$ cat src/rtl/beat_peak_pkg.sv
package beat_peak_pkg;

    typedef enum logic [2:0] {
        S_IDLE,
        S_PASS1,
        S_TAIL1,
        S_THRESH,
        S_PASS2,
        S_TAIL2,
        S_FINISH
    } scan_state_t;

endpackage

$ cat src/rtl/bpk_max_unit.sv
module bpk_max_unit #(
    parameter int W = 16
) (
    input  logic         clk,
    input  logic         rst_n,
    input  logic         clr,
    input  logic         en,
    input  logic [W-1:0] din,
    output logic [W-1:0] max_q
);

    always_ff @(posedge clk or negedge rst_n) begin
        if (!rst_n) begin
            max_q <= '0;
        end else if (clr) begin
            max_q <= '0;
        end else if (en && (din > max_q)) begin
            max_q <= din;
        end
    end

    // The running maximum never decreases while samples are taken in
    p_max_monotone_r2: assert property (@(posedge clk) disable iff (!rst_n)
        (!clr && en) |=> (max_q >= $past(max_q)));

endmodule

$ cat src/rtl/bpk_thresh_unit.sv
module bpk_thresh_unit #(
    parameter int W = 16
) (
    input  logic         clk,
    input  logic         rst_n,
    input  logic         load,
    input  logic [W-1:0] max_in,
    output logic [W-1:0] thr_q
);

    localparam int PW = W + 3;

    logic [PW-1:0] tripled;
    logic [PW-1:0] fifth;

    always_comb begin
        tripled = (PW'(max_in) << 1) + PW'(max_in);
        fifth   = tripled / PW'(5);
    end

    always_ff @(posedge clk or negedge rst_n) begin
        if (!rst_n) begin
            thr_q <= '0;
        end else if (load) begin
            thr_q <= fifth[W-1:0];
        end
    end

    // Threshold stays below the maximum it was derived from
    p_thr_below_max_r2: assert property (@(posedge clk) disable iff (!rst_n)
        load |=> (thr_q <= $past(max_in)));

endmodule

$ cat src/rtl/bpk_classify.sv
module bpk_classify #(
    parameter int W  = 16,
    parameter int LW = 12
) (
    input  logic          clk,
    input  logic          rst_n,
    input  logic          clr,
    input  logic          vld,
    input  logic [W-1:0]  smp,
    input  logic [LW-1:0] idx,
    input  logic [W-1:0]  thr,
    output logic          hit,
    output logic [LW-1:0] hit_idx,
    output logic [W-1:0]  hit_amp
);

    logic [W-1:0] left2;
    logic [W-1:0] left1;
    logic [1:0]   fill;

    always_comb begin
        hit     = vld && (fill == 2'd2) && (left1 > thr) &&
                  (left1 > left2) && (left1 >= smp);
        hit_idx = idx - LW'(1);
        hit_amp = left1;
    end

    always_ff @(posedge clk or negedge rst_n) begin
        if (!rst_n) begin
            left2 <= '0;
            left1 <= '0;
            fill  <= '0;
        end else if (clr) begin
            fill <= '0;
        end else if (vld) begin
            left2 <= left1;
            left1 <= smp;
            if (fill != 2'd2) begin
                fill <= fill + 2'd1;
            end
        end
    end

    // A candidate always has a sample on each side, so its offset is at least 1
    p_hit_interior_r4: assert property (@(posedge clk) disable iff (!rst_n)
        hit |-> (idx >= LW'(2)));

endmodule

$ cat src/rtl/beat_peak_scan.sv
module beat_peak_scan #(
    parameter int SAMPLE_W = 16,
    parameter int ADDR_W   = 12,
    parameter int LEN_W    = 12
) (
    input  logic                clk,
    input  logic                rst_n,
    input  logic                start,
    input  logic [ADDR_W-1:0]   win_base,
    input  logic [LEN_W-1:0]    win_len,
    output logic                mem_rd,
    output logic [ADDR_W-1:0]   mem_addr,
    input  logic [SAMPLE_W-1:0] mem_rdata,
    output logic                pk_valid,
    output logic [LEN_W-1:0]    pk_index,
    output logic [SAMPLE_W-1:0] pk_amp,
    output logic [LEN_W-1:0]    pk_gap,
    output logic [LEN_W-1:0]    pk_count,
    output logic                done
);

    import beat_peak_pkg::*;

    scan_state_t state, nxt;

    logic [ADDR_W-1:0]   base_q;
    logic [LEN_W-1:0]    len_q;
    logic [LEN_W-1:0]    rd_cnt;
    logic [LEN_W-1:0]    rv_idx;
    logic                rv;
    logic [LEN_W-1:0]    last_pk;
    logic                accept;
    logic                issuing;
    logic                at_last;
    logic                max_en;
    logic                cls_vld;
    logic [SAMPLE_W-1:0] max_q;
    logic [SAMPLE_W-1:0] thr_q;
    logic                hit;
    logic [LEN_W-1:0]    hit_idx;
    logic [SAMPLE_W-1:0] hit_amp;

    always_comb begin
        accept  = (state == S_IDLE) && start;
        issuing = (state == S_PASS1) || (state == S_PASS2);
        at_last = (rd_cnt == len_q - LEN_W'(1));
        max_en  = rv && ((state == S_PASS1) || (state == S_TAIL1));
        cls_vld = rv && ((state == S_PASS2) || (state == S_TAIL2));
        mem_rd  = issuing;
        mem_addr = base_q + ADDR_W'(rd_cnt);
    end

    // State register
    always_ff @(posedge clk or negedge rst_n) begin
        if (!rst_n) begin
            state <= S_IDLE;
        end else begin
            state <= nxt;
        end
    end

    // Transitions
    always_comb begin
        nxt = state;
        unique case (state)
            S_IDLE: begin
                if (start) begin
                    nxt = (win_len == '0) ? S_FINISH : S_PASS1;
                end
            end
            S_PASS1:  if (at_last) nxt = S_TAIL1;
            S_TAIL1:  nxt = S_THRESH;
            S_THRESH: nxt = S_PASS2;
            S_PASS2:  if (at_last) nxt = S_TAIL2;
            S_TAIL2:  nxt = S_FINISH;
            S_FINISH: nxt = S_IDLE;
            default:  nxt = S_IDLE;
        endcase
    end

    // Read sequencing and window capture
    always_ff @(posedge clk or negedge rst_n) begin
        if (!rst_n) begin
            base_q <= '0;
            len_q  <= '0;
            rd_cnt <= '0;
            rv     <= 1'b0;
            rv_idx <= '0;
        end else begin
            rv     <= issuing;
            rv_idx <= rd_cnt;
            if (accept) begin
                base_q <= win_base;
                len_q  <= win_len;
                rd_cnt <= '0;
            end else if (state == S_THRESH) begin
                rd_cnt <= '0;
            end else if (issuing) begin
                rd_cnt <= rd_cnt + LEN_W'(1);
            end
        end
    end

    bpk_max_unit #(.W(SAMPLE_W)) u_max (
        .clk   (clk),
        .rst_n (rst_n),
        .clr   (accept),
        .en    (max_en),
        .din   (mem_rdata),
        .max_q (max_q)
    );

    bpk_thresh_unit #(.W(SAMPLE_W)) u_thr (
        .clk    (clk),
        .rst_n  (rst_n),
        .load   (state == S_THRESH),
        .max_in (max_q),
        .thr_q  (thr_q)
    );

    bpk_classify #(.W(SAMPLE_W), .LW(LEN_W)) u_cls (
        .clk     (clk),
        .rst_n   (rst_n),
        .clr     (state == S_THRESH),
        .vld     (cls_vld),
        .smp     (mem_rdata),
        .idx     (rv_idx),
        .thr     (thr_q),
        .hit     (hit),
        .hit_idx (hit_idx),
        .hit_amp (hit_amp)
    );

    // Outputs
    always_ff @(posedge clk or negedge rst_n) begin
        if (!rst_n) begin
            pk_valid <= 1'b0;
            pk_index <= '0;
            pk_amp   <= '0;
            pk_gap   <= '0;
            pk_count <= '0;
            last_pk  <= '0;
            done     <= 1'b0;
        end else begin
            done     <= (nxt == S_FINISH);
            pk_valid <= hit;
            if (accept) begin
                pk_count <= '0;
            end else if (hit) begin
                pk_index <= hit_idx;
                pk_amp   <= hit_amp;
                pk_gap   <= (pk_count == '0) ? '0 : (hit_idx - last_pk);
                last_pk  <= hit_idx;
                pk_count <= pk_count + LEN_W'(1);
            end
        end
    end

    p_zero_len_r1: assert property (@(posedge clk) disable iff (!rst_n)
        (state == S_IDLE && start && win_len == '0) |=> (done && pk_count == '0));

    p_above_thr_r2: assert property (@(posedge clk) disable iff (!rst_n)
        pk_valid |-> (pk_amp > thr_q));

    p_not_edge_r4: assert property (@(posedge clk) disable iff (!rst_n)
        pk_valid |-> (pk_index != '0 && pk_index < len_q - LEN_W'(1)));

    p_first_gap_r6: assert property (@(posedge clk) disable iff (!rst_n)
        (pk_valid && pk_count == LEN_W'(1)) |-> (pk_gap == '0));

    p_done_pulse_r7: assert property (@(posedge clk) disable iff (!rst_n)
        done |=> !done);

    p_quiet_after_done_r7: assert property (@(posedge clk) disable iff (!rst_n)
        done |=> !pk_valid);

    p_peak_le_max_r8: assert property (@(posedge clk) disable iff (!rst_n)
        pk_valid |-> (pk_amp <= max_q));

endmodule

$ cat config.mk
export PLATFORM = sky130hd
export DESIGN_NAME = beat_peak_scan
export DESIGN_NICKNAME = d
export VERILOG_FILES = /design/src/rtl/beat_peak_pkg.sv /design/src/rtl/bpk_max_unit.sv /design/src/rtl/bpk_thresh_unit.sv /design/src/rtl/bpk_classify.sv /design/src/rtl/beat_peak_scan.sv
export SDC_FILE = /design/constraint.sdc
export NUM_CORES = 1
export LEC_CHECK = 0
export ABC_AREA = 1
export ABC_CLOCK_PERIOD_IN_PS = 7800
export BUFFER_PORTS_ARGS = -buffer_cell sky130_fd_sc_hd__buf_2
export CORE_UTILIZATION = 55
export DETAILED_ROUTE_END_ITERATION = 6
export PLACE_DENSITY_LB_ADDON = 0.08
export SLEW_MARGIN = 0
export SYNTH_ARGS = -nofsm -noshare
export SYNTH_HDL_FRONTEND = slang
export SYNTH_SLANG_ARGS = --single-unit
$ cat constraint.sdc
create_clock -name clk -period 7.8 [get_ports clk]
set_clock_uncertainty 0.1 [all_clocks]
set_input_delay 0 -clock clk [delete_from_list [all_inputs] [get_ports clk]]
set_output_delay 0 -clock clk [all_outputs]
set_load 0.01 [all_outputs]
==> results_dict.tcl <==
set metrics [dict create \
    pin_count 110 \
    io_buffer_count 109 \
    critPathMaxFanout 6 \
    final_net_count 1846 \
    synth_sequential_area_ratio 0.366 \
    timing.critical_path.required_ns 8.02 \
    synth_top_family_by_area "simple AND/OR/NAND/NOR gates" \
    clk_transition_reported_paths_ns 0.07 \
    finalHoldViolCount 0 \
    cts.sinks 172 \
    routed-via-count 10500 \
    grtUsageTotal 0.260 \
    synth_nets 1683 \
    tightestPinTransition_ns 0.950 \
    htreeDepth 4 \
    die_width_um 148 \
    initial_drc_count 599 \
    clock_insertion_delay_worst_skew_ns 0.44 \
    finalMaxSlewViolations 0 \
    first_global_vias 9619 \
    fraction_of_layout_cells_with_a_size_suffix_above_1 0.203 \
    relative_slew_slack 0.367 \
    grt_max_degree 102 \
    clk_root_buffer_cell "sky130_fd_sc_hd__clkbuf_16" \
    yosys_register_bits 172 \
    syn_to_final_growth_pct 22.6 \
    fillerInstances 1724 \
    synth-simple-area-share 0.252 \
    crit_path_end_kind "register" \
    worstHoldPathType "input port to register" \
    library_cell_contributing_the_largest_single_delay_on_the_critical_path "sky130_fd_sc_hd__dfrtp_1" \
    synth_top_flop_cell "sky130_fd_sc_hd__dfrtp_1" \
    postRouteAntennaNets 0 \
    muxShareOfSynthArea 0 \
    ctsLongestPathBuffers 2 \
    cts_tree "done" \
    critPathKind "register to register" \
    layout.core_utilization 0.688 \
    vias_per_cell 5.34 \
    synthAdderAreaFrac 0.125 \
    maxCapViolCount 0 \
    insertedDiodeCount 0 \
    synth_compound_gate_area_share 0.127 \
    starting_density_of_the_core 0.561 \
    die_area_mm2 0.0220 \
    grt-ovfl-total 0 \
    detail_route.wirelength_mm 28.8 \
    synthArstFlopShare 1.00 \
    final.period_utilization 0.954 \
    dpl.hpwl_mm 20.6 \
    outcome "finished clean" \
    wl_per_cell_um 14.6 \
    chipHeight_um 148 \
    netlist_area_mm2 0.0118 \
    critical-path-top-delay-family "simple AND/OR/NAND/NOR gates" \
    startpoint_type_of_the_worst_setup_path "register" \
    drt_pass1_iterations 5 \
    core.rowCount 53 \
    worstPathBufferInverterCount 3 \
    cts_inserted_buffers 17 \
    data_arrival_time_of_the_critical_path_ns 7.66 \
    synth_cell_types 54 \
    cpPeakStageDelay_ns 0.45 \
    grt_antenna_before_repair 0 \
    achievable-frequency_mhz 134 \
    timing.critical_path.mode_cell "sky130_fd_sc_hd__nand2_4" \
    yosysWarningCount 0 \
    drc 0 \
    final-setup-viol-count 0 \
    syn_area_per_cell_um2 7.71 \
    cell_count_after_synthesis 1524 \
    layout_min_cycle_time_ns 7.44 \
    synth_area_in_xor_xnor 0.0445 \
    placeable_core_region_mm2 0.0210 \
    gp_congestion 0.886 \
    synth_enable_flop_cells 0 \
    global_route_wire_length_before_repair_mm 45.8 \
]
metrics by stage:
| step | instances | worst slack, ns | instance area [um2] | hold WS (ns) | TNS, ns |
|---|---|---|---|---|---|
| after floorplan | 1524 | 1.12 | 11800 | -0.396 | 0 |
| after global placement | 1885 | 0.637 | 12600 | 0.0629 | 0 |
| after detailed placement | 1885 | 0.278 | 12600 | 0.0607 | 0 |
| after CTS | 1957 | 0.252 | 13600 | 0.0773 | 0 |
| after global routing | 1974 | -0.193 | 14400 | 0.114 | -0.193 |
| final | 1974 | 0.359 | 14400 | 0.0976 | 0 |
cell families (layout without fill, tap and decap cells):
kind of cell,after synthesis,after routing
compound gates,266,266
xor+xnor,58,58
buf+inv,267,442
flops,172,172
simple gates,645,645
fa+ha+maj,116,116
area by class of cell:
class,count,area (um2),area share
clock inverter,11,133,0.00920
timing repair buffer,172,1130,0.0782
clock buffer,20,467,0.0324
multi-input combinational,1085,7120,0.494
inverter,239,902,0.0626
sequential,172,4310,0.299
tap,275,344,0.0239
what timing repair did:
item                                   4_1_cts  5_1_grt
setup endpoints to repair                    0        2
buffers inserted                             0       17
resized for setup                            0      145
hold buffers                                41        0
endpoints found under the hold margin      159        0
layout by cell type, fill, tap and decap left out, types with 16 or more instances in the layout:
cell and count:
sky130_fd_sc_hd__nand2_1 322, sky130_fd_sc_hd__inv_1 211, sky130_fd_sc_hd__dfrtp_1 165, sky130_fd_sc_hd__o21ai_0 130
sky130_fd_sc_hd__buf_2 108, sky130_fd_sc_hd__ha_1 100, sky130_fd_sc_hd__nand3_1 76, sky130_fd_sc_hd__a21oi_1 67
sky130_fd_sc_hd__nor2_1 63, sky130_fd_sc_hd__nand2_2 46, sky130_fd_sc_hd__dlygate4sd3_1 41, sky130_fd_sc_hd__nand2_4 40
sky130_fd_sc_hd__xor2_1 34, sky130_fd_sc_hd__inv_2 25, sky130_fd_sc_hd__nor3_1 22, sky130_fd_sc_hd__buf_4 22
sky130_fd_sc_hd__xnor2_1 21, sky130_fd_sc_hd__nand4_1 18, sky130_fd_sc_hd__clkbuf_16 17, sky130_fd_sc_hd__nand3_4 16
sky130_fd_sc_hd__o22ai_1 16
routing by layer:
metal / global-route usage / part of all wire / up-vias
met1: 0.373 / 0.48 / 4963
met3: 0.0365 / 0.039 / 33
li1: - / - / 5316
met5: 0 / 0 / -
met2: 0.410 / 0.46 / 225
met4: 0.0706 / 0.015 / 0
tightest hold or removal path, delay by kind of cell:
family	cells	cell delay, ns
buf+inv	2	0.37
simple gates	2	0.18
compound gates	1	0.03
path summary, 6_finish.rpt:
check / from / endpoint / slack (ns) / depth (start not counted)
worst min register to register: rd_cnt[1] / rv_idx[1] / 0.37 / 0
max in group asynchronous: rst_n / u_max.max_q[14] / 5.95 / 3
min in group asynchronous: rst_n / u_cls.left2[3] / 0.12 / 2
worst max-delay path: u_max.max_q[10] / u_thr.thr_q[0] / 0.36 / 69
worst min-delay path: start / pk_count[5] / 0.1 / 5
worst max register to register: u_max.max_q[10] / u_thr.thr_q[0] / 0.36 / 69
flip-flops by register name (all words and copies together) (netlist names), 16 cells and up:
name and cells:
pk_amp 16, u_cls.hit_amp 16, u_cls.left2 16, u_max.max_q 16
u_thr.thr_q 16
synth_stat cells, types with 23 or more instances:
cell type,number,area share
sky130_fd_sc_hd__xnor2_1,23,0.017
sky130_fd_sc_hd__a21oi_1,70,0.030
sky130_fd_sc_hd__nand2_1,359,0.11
sky130_fd_sc_hd__xor2_1,34,0.025
sky130_fd_sc_hd__ha_1,113,0.12
sky130_fd_sc_hd__nor3_1,24,0.010
sky130_fd_sc_hd__nor2_1,63,0.020
sky130_fd_sc_hd__nand3_1,87,0.037
sky130_fd_sc_hd__inv_1,215,0.069
sky130_fd_sc_hd__nand2_2,42,0.022
sky130_fd_sc_hd__dfrtp_1,172,0.37
sky130_fd_sc_hd__o21ai_0,131,0.056
sky130_fd_sc_hd__clkbuf_1,27,0.0086
Power is not shown: default switching activity piles up to over one toggle a cycle in this logic, so the estimate is an artifact.
